## src/rtl/gpio_pkg.sv

```systemverilog
package gpio_pkg;
  localparam int unsigned REG_W     = 32;
  localparam int unsigned DIR_LSB   = 24;
  localparam int unsigned LATCH_LSB = 16;
  localparam int unsigned SNAP_LSB  = 8;
  localparam int unsigned LIVE_LSB  = 0;

  localparam logic [7:0] OFF_FUNC  = 8'h00;
  localparam logic [7:0] OFF_DATA  = 8'h20;
  localparam logic [7:0] OFF_SET   = 8'h24;
  localparam logic [7:0] OFF_CLR   = 8'h28;
  localparam logic [7:0] OFF_PULL  = 8'h2C;
endpackage

```

## src/rtl/gpio_in_sync.sv

```systemverilog
module gpio_in_sync #(
  parameter int unsigned PIN_W = 8
) (
  input  logic             clk,
  input  logic             rst,
  input  logic [PIN_W-1:0] pin_in,
  output logic [PIN_W-1:0] live,
  output logic [PIN_W-1:0] snap
);
  logic [PIN_W-1:0] stage1, stage2, snap_q;
  logic             taken_q;

  // Synchronizer flops are left unreset so that they track the pins during reset.
  always_ff @(posedge clk) begin
    stage1 <= pin_in;
    stage2 <= stage1;
  end

  always_ff @(posedge clk) begin
    if (rst) begin
      snap_q  <= '0;
      taken_q <= 1'b0;
    end else if (!taken_q) begin
      snap_q  <= stage2;
      taken_q <= 1'b1;
    end
  end

  assign live = stage2;
  assign snap = snap_q;

  // once captured, the snapshot never moves
  a_r7_snap_frozen: assert property (@(posedge clk) disable iff (rst)
    taken_q |=> $stable(snap_q));
endmodule

```

## src/rtl/gpio_cfg_regs.sv

```systemverilog
module gpio_cfg_regs
  import gpio_pkg::*;
#(
  parameter int unsigned PIN_W      = 8,
  parameter int unsigned FSEL_W     = 2,
  parameter int unsigned ADDR_W     = 6,
  parameter bit          HAS_PULLUP = 1'b1
) (
  input  logic                    clk,
  input  logic                    rst,
  input  logic                    wr_en,
  input  logic [ADDR_W-1:0]       addr,
  input  logic [REG_W-1:0]        wr_data,
  output logic [PIN_W-1:0]        dir,
  output logic [PIN_W-1:0]        latch,
  output logic [PIN_W-1:0]        pull,
  output logic [PIN_W*FSEL_W-1:0] fsel
);
  localparam int unsigned FS_BITS = PIN_W * FSEL_W;
  localparam logic [ADDR_W-1:0] A_FUNC = ADDR_W'(OFF_FUNC);
  localparam logic [ADDR_W-1:0] A_DATA = ADDR_W'(OFF_DATA);
  localparam logic [ADDR_W-1:0] A_SET  = ADDR_W'(OFF_SET);
  localparam logic [ADDR_W-1:0] A_CLR  = ADDR_W'(OFF_CLR);
  localparam logic [ADDR_W-1:0] A_PULL = ADDR_W'(OFF_PULL);

  logic [PIN_W-1:0]   dir_q, latch_q;
  logic [FS_BITS-1:0] fsel_q;
  logic [PIN_W-1:0]   mask;

  assign mask = wr_data[LATCH_LSB +: PIN_W];

  always_ff @(posedge clk) begin
    if (rst) begin
      dir_q   <= '0;
      latch_q <= '0;
      fsel_q  <= '0;
    end else if (wr_en) begin
      case (addr)
        A_FUNC: fsel_q <= wr_data[FS_BITS-1:0];
        A_DATA: begin
          dir_q   <= wr_data[DIR_LSB +: PIN_W];
          latch_q <= mask;
        end
        A_SET:  latch_q <= latch_q | mask;
        A_CLR:  latch_q <= latch_q & ~mask;
        default: ;
      endcase
    end
  end

  generate
    if (HAS_PULLUP) begin : g_pull
      logic [PIN_W-1:0] pull_q;
      always_ff @(posedge clk) begin
        if (rst)                           pull_q <= '1;
        else if (wr_en && addr == A_PULL)  pull_q <= wr_data[PIN_W-1:0];
      end
      assign pull = pull_q;
    end else begin : g_nopull
      assign pull = '0;
    end
  endgenerate

  assign dir   = dir_q;
  assign latch = latch_q;
  assign fsel  = fsel_q;

  a_r1_reset_values: assert property (@(posedge clk)
    $fell(rst) |-> (dir_q == '0 && latch_q == '0 && fsel_q == '0));

  a_r4_set_merges: assert property (@(posedge clk) disable iff (rst)
    (wr_en && addr == A_SET) |=> (latch_q == ($past(latch_q) | $past(mask))));

  a_r5_clr_merges: assert property (@(posedge clk) disable iff (rst)
    (wr_en && addr == A_CLR) |=> (latch_q == ($past(latch_q) & ~$past(mask))));
endmodule

```

## src/rtl/gpio_pad_ctl.sv

```systemverilog
module gpio_pad_ctl #(
  parameter int unsigned PIN_W  = 8,
  parameter int unsigned FSEL_W = 2
) (
  input  logic [PIN_W-1:0]        dir,
  input  logic [PIN_W-1:0]        latch,
  input  logic [PIN_W*FSEL_W-1:0] fsel,
  output logic [PIN_W-1:0]        gpio_mode,
  output logic [PIN_W-1:0]        pad_oe,
  output logic [PIN_W-1:0]        pad_out
);
  localparam logic [FSEL_W-1:0] GPIO_CODE = '0;

  generate
    for (genvar i = 0; i < PIN_W; i++) begin : g_pin
      assign gpio_mode[i] = (fsel[i*FSEL_W +: FSEL_W] == GPIO_CODE);
      assign pad_oe[i]    = dir[i] & gpio_mode[i];
      assign pad_out[i]   = latch[i] & pad_oe[i];
    end
  endgenerate
endmodule

```

## src/rtl/gpio_port_ctrl.sv

```systemverilog
module gpio_port_ctrl
  import gpio_pkg::*;
#(
  parameter int unsigned PIN_W      = 8,
  parameter int unsigned FSEL_W     = 2,
  parameter int unsigned ADDR_W     = 6,
  parameter bit          HAS_PULLUP = 1'b1
) (
  input  logic                    clk,
  input  logic                    rst,
  input  logic [ADDR_W-1:0]       addr,
  input  logic                    wr_en,
  input  logic [31:0]             wr_data,
  input  logic                    rd_en,
  output logic [31:0]             rd_data,
  input  logic [PIN_W-1:0]        pin_in,
  output logic [PIN_W-1:0]        pad_out,
  output logic [PIN_W-1:0]        pad_oe,
  output logic [PIN_W-1:0]        pull_en,
  output logic [PIN_W*FSEL_W-1:0] func_sel,
  output logic [PIN_W-1:0]        gpio_mode
);
  localparam logic [ADDR_W-1:0] A_FUNC = ADDR_W'(OFF_FUNC);
  localparam logic [ADDR_W-1:0] A_DATA = ADDR_W'(OFF_DATA);
  localparam logic [ADDR_W-1:0] A_PULL = ADDR_W'(OFF_PULL);

  logic [PIN_W-1:0]        live, snap, dir, latch, pull;
  logic [PIN_W*FSEL_W-1:0] fsel;
  logic [31:0]             rd_mux, rd_q;

  gpio_in_sync #(.PIN_W(PIN_W)) u_sync (
    .clk(clk), .rst(rst), .pin_in(pin_in), .live(live), .snap(snap));

  gpio_cfg_regs #(.PIN_W(PIN_W), .FSEL_W(FSEL_W), .ADDR_W(ADDR_W),
                  .HAS_PULLUP(HAS_PULLUP)) u_regs (
    .clk(clk), .rst(rst), .wr_en(wr_en), .addr(addr), .wr_data(wr_data),
    .dir(dir), .latch(latch), .pull(pull), .fsel(fsel));

  gpio_pad_ctl #(.PIN_W(PIN_W), .FSEL_W(FSEL_W)) u_pad (
    .dir(dir), .latch(latch), .fsel(fsel),
    .gpio_mode(gpio_mode), .pad_oe(pad_oe), .pad_out(pad_out));

  always_comb begin
    rd_mux = '0;
    case (addr)
      A_FUNC: rd_mux[PIN_W*FSEL_W-1:0] = fsel;
      A_DATA: begin
        rd_mux[DIR_LSB   +: PIN_W] = dir;
        rd_mux[LATCH_LSB +: PIN_W] = latch;
        rd_mux[SNAP_LSB  +: PIN_W] = snap;
        rd_mux[LIVE_LSB  +: PIN_W] = live;
      end
      A_PULL: rd_mux[PIN_W-1:0] = pull;
      default: rd_mux = '0;
    endcase
  end

  always_ff @(posedge clk) begin
    if (rst)        rd_q <= '0;
    else if (rd_en) rd_q <= rd_mux;
  end

  assign rd_data  = rd_q;
  assign pull_en  = pull;
  assign func_sel = fsel;

  a_r8_oe_needs_gpio: assert property (@(posedge clk) disable iff (rst)
    (pad_oe & ~gpio_mode) == '0);

  a_r8_oe_needs_dir: assert property (@(posedge clk) disable iff (rst)
    (pad_oe & ~dir) == '0);

  a_r10_rdata_hold: assert property (@(posedge clk) disable iff (rst)
    !rd_en |=> $stable(rd_data));
endmodule

```

## config.mk

```make
export PLATFORM = sky130hd
export DESIGN_NAME = gpio_port_ctrl
export DESIGN_NICKNAME = d
export VERILOG_FILES = /design/src/rtl/gpio_pkg.sv /design/src/rtl/gpio_in_sync.sv /design/src/rtl/gpio_cfg_regs.sv /design/src/rtl/gpio_pad_ctl.sv /design/src/rtl/gpio_port_ctrl.sv
export SDC_FILE = /design/constraint.sdc
export NUM_CORES = 1
export LEC_CHECK = 0
export CORE_MARGIN = 1
export CORE_UTILIZATION = 50
export CTS_CLUSTER_SIZE = 30
export DETAILED_ROUTE_END_ITERATION = 6
export PLACE_DENSITY = 0.93
export SETUP_SLACK_MARGIN = 0.05
export SYNTH_ARGS = -nofsm -noshare
export SYNTH_HDL_FRONTEND = slang
export SYNTH_SLANG_ARGS = --single-unit
```

## constraint.sdc

```tcl
create_clock -name clk -period 6 [get_ports clk]
set_clock_uncertainty 0.15 [all_clocks]
set_input_delay 1.8 -clock clk [delete_from_list [all_inputs] [get_ports clk]]
set_output_delay 1.8 -clock clk [all_outputs]
set_load 0.02 [all_outputs]
```

Word-level counts from Yosys, hierarchy flattened
Cells that the tools add are included.

Bits in read-only memories: 0. Bits in latches: 0. Output and inout port bits: 80. Logic and storage cells: 51. Bits in writable memories: 0. Register bits: 97. Bits of input ports: 50. Memories kept: 0.

Div/mod/pow operators: 0. $lt $le $gt $ge: 0. Shift-type cells: 0. Bitwise logic cells: 19. Reductions and logical operators: 14. Multipliers: 0. Equal/unequal tests: 4. Add/sub/neg operators: 0. Muxes and demuxes: 5.

Operators with widths (count): one-hot mux 8 bit (3 select lines) (2); equality test 6 bit, second input constant (4); AND 1 bit (16); logical NOT 2 bit (8); two-way mux 16 bit (1); one-hot mux 8 bit (2 select lines) (1); AND 8 bit (1); NOT 8 bit (1); bitwise OR 8 bit (1); logical NOT 6 bit (1); AND reduction 2 bit (3); nonzero test 3 bit (1); logical AND 1 bit (1); two-way mux 1 bit (1).

Depth between registers and ports, before layout
Gate-level depths: netlist of run 1.

Word-level depth: 3. Depth in mapped cells: 6. Gate-level depth less buffers: 3.

Hierarchy
A second synthesis of run 1 with hierarchy kept.

Cells, all modules: 419. Area, all modules: 4057.6 µm².

Modules (own cells, without submodules): gpio_cfg_regs (cells an instance 189, area an instance 1681.6 µm², times used 1, sequential area each 800.8 µm²); gpio_port_ctrl (cells an instance 162, area an instance 1555.2 µm², times used 1, sequential area each 640.6 µm²); gpio_in_sync (cells an instance 44, area an instance 630.6 µm², times used 1, sequential area each 500.5 µm²); gpio_pad_ctl (cells an instance 24, area an instance 190.2 µm², times used 1, sequential area each 0.0 µm²).

Worst setup path after synthesis of run 1
No wires, ideal clock.

Path kind: input to register. From: input addr[2]. To: register u_regs.fsel_q[10] (netlist: u_regs.fsel[10]). Data arrival time: 2913 ps. Stages: 5. Path buffers: 2. Data required time: 5718 ps. Slack: 2804 ps. Library setup time: 132 ps. Cells stage by stage: buf_2 -> or4b_1 -> clkbuf_1 -> o21ai_0 -> a21oi_1.

Longest elaborated chain between the ends: 2.

Ends and longest elaborated chain: start: declaration (line gpio_port_ctrl.sv:11) `input logic [ADDR_W-1:0] addr,`; logical NOT 6 bit (line gpio_cfg_regs.sv:38) `case (addr)`; AND reduction 2 bit (no source line); end signal: assignment (line gpio_cfg_regs.sv:39) `A_FUNC: fsel_q <= wr_data[FS_BITS-1:0];`; end: declaration (line gpio_cfg_regs.sv:27) `logic [FS_BITS-1:0] fsel_q;`.

Every way passes these cells. A chain may end at the register's enable or synchronous reset.

Final worst setup path of run 1
From: input addr[2]. To: register rd_q[7] (netlist: rd_data[7]).

Longest elaborated chain between the ends: 2. Elaborated cells between the ends (all ways): 4. Classes of those cells: 2 x eq/ne; 1 x mux; 1 x reduce/logical.

Ends and longest elaborated chain: equality test 6 bit or logical NOT 6 bit (tied branches) (line gpio_port_ctrl.sv:45) `case (addr)`; one-hot mux 8 bit (3 select lines) * (line gpio_port_ctrl.sv:45); end signal: assignment (line gpio_port_ctrl.sv:60) `else if (rd_en) rd_q <= rd_mux;`; end: declaration (line gpio_port_ctrl.sv:29) `logic [31:0] rd_mux, rd_q;`.

Every way passes the cells marked *; elsewhere a longest branch is shown, timed or not.

==> results of run 1 <==
==> logic make-up after synthesis <==
family	count (synthesis)	share of synthesized area
and+or+nand+nor	185	0.261
DFF	97	0.483
AOI/OAI and AO/OA	106	0.163
muxes	16	0.0398
xor gates and xnor gates	1	0.00218
buffers and inverters	50	0.0510
==> metrics by stage <==
stage | util | std cells | total power, W
2_1_floorplan | - | 455 | 0.000734
3_3_place_gp | 0.686 | 651 | 0.000788
3_5_place_dp | 0.686 | 651 | 0.000792
4_1_cts | 0.709 | 666 | 0.00117
5_1_grt | 0.709 | 666 | 0.00120
6_report | 0.709 | 666 | 0.00116
==> state kept, by name (all words and copies together) (netlist names) <==
register        count
u_sync.snap         8
u_regs.fsel        16
u_regs.latch        8
u_sync.live         8
u_regs.pull         8
u_regs.dir          8
rd_data            32
u_sync.stage1       8
u_sync.taken_q      1
==> final cells by class <==
cell class / instances / share of cell area
clock buffers: 11 / 0.0275
clock inverters: 4 / 0.00523
inverters: 9 / 0.00614
multi-input cells: 308 / 0.343
flip-flops and latches: 97 / 0.353
well taps: 102 / 0.0232
repair buffers: 135 / 0.242
==> power by group through the flow <==
stage	registers (W)	logic, W	clock network [W]
2_1_floorplan	0.000680	0.0000539	0
3_3_place_gp	0.000680	0.000109	0
3_5_place_dp	0.000680	0.000111	0
4_1_cts	0.000665	0.000112	0.000390
5_1_grt	0.000667	0.000121	0.000414
6_report	0.000665	0.000114	0.000385
==> metal layers <==
metal / vias to the layer above / track usage
met5: - / 0
met4: 0 / 0.120
met3: 31 / 0.0721
met2: 245 / 0.478
met1: 1879 / 0.366
li1: 1854 / -
==> how the worst max path moves through the flow <==
stage / from / depth (start not counted) / endpoint
detailed placement: addr[2] / 5 / rd_data[5]
CTS: addr[2] / 5 / rd_data[5]
finish: addr[2] / 5 / rd_data[7]
floorplan: addr[2] / 5 / u_regs.fsel[10]
global route: addr[2] / 5 / rd_data[7]
global placement: addr[2] / 5 / rd_data[2]
==> synthesized netlist by cell type, drive strengths merged <==
master / n / share of area
a21oi: 40 / 0.050
a221o: 8 / 0.020
a22oi: 8 / 0.015
a311oi: 8 / 0.017
a31oi: 1 / 0.0016
a32oi: 8 / 0.017
and2: 8 / 0.012
and2b: 1 / 0.0019
and3: 17 / 0.026
buf: 14 / 0.017
clkbuf: 27 / 0.025
dfxtp: 97 / 0.48
inv: 9 / 0.0084
mux2i: 16 / 0.040
nand2: 9 / 0.0084
nand2b: 16 / 0.025
nand3: 33 / 0.041
nand4: 24 / 0.037
nor2: 43 / 0.044
nor2b: 8 / 0.012
nor3: 11 / 0.016
nor3b: 8 / 0.015
nor4b: 2 / 0.0096
o2111ai: 1 / 0.0022
o21ai: 32 / 0.040
or3: 1 / 0.0016
or3b: 2 / 0.0044
or4b: 2 / 0.0050
xnor2: 1 / 0.0022
==> worst max-delay path: stages <==
cell and delay (ns):
clkdlybuf4s50_1 0.88, nor3_1 0.95, buf_4 0.28, a32oi_1 0.11, a22oi_1 0.20
==> cell usage in the layout (no fill, tap or decap), types with 8 or more instances in the layout <==
master,count
clkdlybuf4s50_1,128
dfxtp_1,97
nor2_1,41
a21oi_1,40
nand3_1,33
o21ai_0,31
nand4_1,24
and3_1,17
mux2i_1,16
nand2b_1,16
clkbuf_8,11
inv_1,9
nand2_1,9
nor3_1,9
and2_1,8
nor3b_1,8
a32oi_1,8
a22oi_1,8
nor2b_1,8
a221o_1,8
a311oi_1,8
==> results.cfg, run 1 <==
[run_status]
status = completed

[critical_path]
r2r_end = u_sync.snap[1]
ff2ff_setup_slack_ns = 4.76
worst-r2r-cell-count = 2
critPathCaptureType = flop
crit_required_ns = 6.13
path_class = in -> reg
cp.arrival_ns = 4.23
rr_startpoint = u_sync.taken_q
cp_max_fo = 25
startpoint_type = primary input

[synthesis]
ys_seq_elements = 97
netlist_instances = 455
synth_cell_types = 35
avgSynthCellArea_um2 = 8.84
syn_nets = 505
syn-cell-area_um2 = 4020
yosys_warnings = 0
ys_seq_area_frac = 0.483

[route]
ant_nets = 0
drtPass1Iterations = 5
wl_um = 12100
wl_met2_um = 5830
via_per_inst = 6.02
met1Wirelength_um = 4780
wire_per_inst_um = 18.2
vias = 4009
top_layer_used = met4
met3_length_um = 1110
drc = 0
dr.first_iter.drc_count = 330

[power_and_ir_drop]
power_frac_seq = 0.571
clkPwrFrac = 0.331
leakage_nw = 1.91
power.internal_w = 0.000880
vdd_drop_max_mv = 0.170
powerDensity_nw_per_um2 = 211
switching_share = 0.244
p_comb_frac = 0.098
switchingPower_w = 0.000284

[sta]
worstMarginPinSlew_ns = 1.15
final.setup.worst_slack_ns = 1.89
finalCritPeriodShare = 0.684
worst_hold_slack_ns = 0.180
relSlewSlack = 0.231
setup_viol = 0
clock.fmax_mhz = 244
rsz0062_at_grt = false
hold_viol_final = 0
slew_viol_final = 0
period_minus_slack_ns = 4.11
timing.setup.tns_ns = 0

[cells_and_area]
post-route-cell-area_um2 = 5510
nNetsFinal = 610
regArea_um2 = 1940
multiInputGateArea_um2 = 1890
fillCellCount = 594
area_growth_pct = 36.9
antenna_cells = 0
drive_gt1_frac = 0.0532

[placed_design]
hpwlAfterDp_um = 8680
place.gp.congestion = 0.894
dpl_cell_area_um2 = 5330
post-place-ws_ns = 1.59
port_buffers = 129

[cts]
cts_resized = 0
cts_setup_buffers = 0
cts_buffer_depth = 2
cts.hold.buffers_added = 0
htreeDepth = 3
cts_root_buffer = clkbuf_8
cts_buffers = 9
cts.clk_slew.worst_paths_ns = 0.08
clk_latency_ns = 0.36
cts_num_sinks = 97
cts_tree = done

[floorplan]
initial_core_util = 0.518
rows = 32
coreArea_um2 = 7770
die-area_um2 = 8410
die_w_um = 91.7
die_h_um = 91.7
pin_count = 130

[grt]
grt_max_degree = 57
grt_pass1_vias = 3661
antenna_found_initial = 0
gr-total-overflow = 0
track_usage = 0.291
grt_pass1_wl_um = 18900

[min_path]
hold_path_depth = 0
min_from = u_sync.stage1[5]
min_path_type = reg -> reg
whs_endpoint = u_sync.live[5]

[run]
drv_cap = 0
Note: power is estimated with default switching activity, not from simulation.
==> run 2: changes to the inputs <==
--- a/config.mk
+++ b/config.mk
@@ -6,10 +6,10 @@
 export NUM_CORES = 1
 export LEC_CHECK = 0
 export CORE_MARGIN = 1
-export CORE_UTILIZATION = 50
+export CORE_UTILIZATION = 46
 export CTS_CLUSTER_SIZE = 30
 export DETAILED_ROUTE_END_ITERATION = 6
-export PLACE_DENSITY = 0.93
+export PLACE_DENSITY = 0.87
 export SETUP_SLACK_MARGIN = 0.05
 export SYNTH_ARGS = -nofsm -noshare
 export SYNTH_HDL_FRONTEND = slang
==> constraint.sdc (replaced) <==
create_clock -name clk -period 4.1 [get_ports clk]
set_clock_uncertainty 0.15 [all_clocks]
set_input_delay 1.23 -clock clk [delete_from_list [all_inputs] [get_ports clk]]
set_output_delay 1.23 -clock clk [all_outputs]
set_load 0.02 [all_outputs]
==> run 2 against run 1 <==
Against the previous run:
- sequential share of layout area is 0.23 points lower
- critical path depth is 2 lower
- count of clock-buffer cells in the layout is 2 lower
- via count is 1.2% lower
- core utilization is 4.4 points lower
- clock power is 43% higher
- cell count is 1.4% higher
- die area is 8.5% higher
- flip-flop and latch count stayed put
- non-clock buffer count is 6 higher
- setup slack worse by 1.0 ns
- largest cell class unchanged
==> results.cfg, run 2 (same netlist as run 1, synthesis figures left out) <==
[route]
drtPass1Iterations = 5
wire_per_inst_um = 17.5
dr.first_iter.drc_count = 253
ant_nets = 0
via_per_inst = 5.87
drc = 0
wl_um = 11800
vias = 3961

[sta]
clock.fmax_mhz = 308
setup_viol = 0
slew_viol_final = 0
period_minus_slack_ns = 3.25
timing.setup.tns_ns = 0
relSlewSlack = 0.245
finalCritPeriodShare = 0.792
rsz0062_at_grt = false
worstMarginPinSlew_ns = 1.13
hold_viol_final = 0

[grt]
antenna_found_initial = 0
track_usage = 0.264
gr-total-overflow = 0
grt_pass1_vias = 3672
grt_pass1_wl_um = 18300
grt_max_degree = 53

[cts]
cts.hold.buffers_added = 0
cts_num_sinks = 97
cts_buffers = 9
cts_resized = 0
clk_latency_ns = 0.35
cts_setup_buffers = 0
cts.clk_slew.worst_paths_ns = 0.09
cts_buffer_depth = 2
cts_tree = done
cts_root_buffer = clkbuf_8
htreeDepth = 3

[power_and_ir_drop]
power_w = 0.00169
vdd_drop_max_mv = 0.248
powerDensity_nw_per_um2 = 306
leakage_nw = 1.92

[cells_and_area]
antenna_cells = 0
fillCellCount = 658
final_common_cell = clkdlybuf4s50_1
drive_gt1_frac = 0.0632
nNetsFinal = 616
final_cell_mix = clkdlybuf4s50_1, dfxtp_1, nor2_1, a21oi_1, nand3_1
area_growth_pct = 37.8
largest_reg_flops = 32

[placed_design]
place.gp.congestion = 0.835
hpwlAfterDp_um = 8270
port_buffers = 129

[critical_path]
rr_startpoint = u_sync.taken_q
cp_max_fo = 4
crit_required_ns = 2.72
ff2ff_setup_slack_ns = 2.87
r2r_end = u_sync.snap[7]
startpoint_type = flop
worst-r2r-cell-count = 2
cp.arrival_ns = 1.87
path_class = reg -> out
cp-startpoint = u_regs.fsel[7]
critPathCaptureType = output pin

[floorplan]
coreArea_um2 = 8340
rows = 33
pin_count = 130
initial_core_util = 0.482
die_w_um = 95.5
die-area_um2 = 9120
die_h_um = 95.5

[min_path]
min_path_type = reg -> reg
min_from = u_sync.stage1[1]
hold_path_depth = 0
whs_endpoint = u_sync.live[1]

[run_status]
status = completed

[run]
drv_cap = 0
==> run 2: where the power goes <==
group,total (W),internal (W),switching [W]
sequential,0.000974,0.000961,0.0000128
clock,0.000551,0.000218,0.000333
combinational,0.000171,0.0000801,0.0000904
==> run 2: routing by layer <==
layer	up-vias	routed length, µm	track usage
li1	1864	-	-
met1	1884	4900	0.341
met2	186	5660	0.432
met3	27	913	0.0439
met4	0	378	0.119
met5	-	0	0
==> run 2: critical path, stage by stage, from the launching register on <==
cell and delay, ns:
dfxtp_1 0.36, nor2_1 0.33, and3_1 0.22, clkdlybuf4s50_1 0.60
==> run 2: area by class of cell <==
cell class / count / area, µm² / area share
Clock buffer: 9 / 124 / 0.0224
Clock inverter: 6 / 43.8 / 0.00790
Inverter: 9 / 33.8 / 0.00610
Multi-Input combinational cell: 308 / 1890 / 0.341
Sequential cell: 97 / 1940 / 0.350
Tap cell: 105 / 131 / 0.0237
Timing Repair Buffer: 141 / 1380 / 0.248
==> run 2: worst max-delay path by stage <==
stage	end	slack, ns	cells after the start
floorplan	u_regs.fsel[10]	1.47	5
global placement	u_regs.latch[7]	0.60	4
detailed placement	u_regs.latch[5]	0.53	4
CTS	pad_out[3]	0.89	3
global route	u_regs.latch[5]	0.80	4
finish	pad_out[3]	0.85	3
==> run 2: per-stage QoR <==
| stage | hold WS, ns | worst slack [ns] | utilization | cells | cell area [µm²] |
|---|---|---|---|---|---|
| 2_1_floorplan | 0.160 | 1.47 | - | 455 | 4020 |
| 3_3_place_gp | 0.162 | 0.595 | 0.644 | 660 | 5370 |
| 3_5_place_dp | 0.162 | 0.533 | 0.644 | 660 | 5370 |
| 4_1_cts | 0.184 | 0.892 | 0.664 | 675 | 5540 |
| 5_1_grt | 0.190 | 0.797 | 0.664 | 675 | 5540 |
| 6_report | 0.183 | 0.854 | 0.664 | 675 | 5540 |
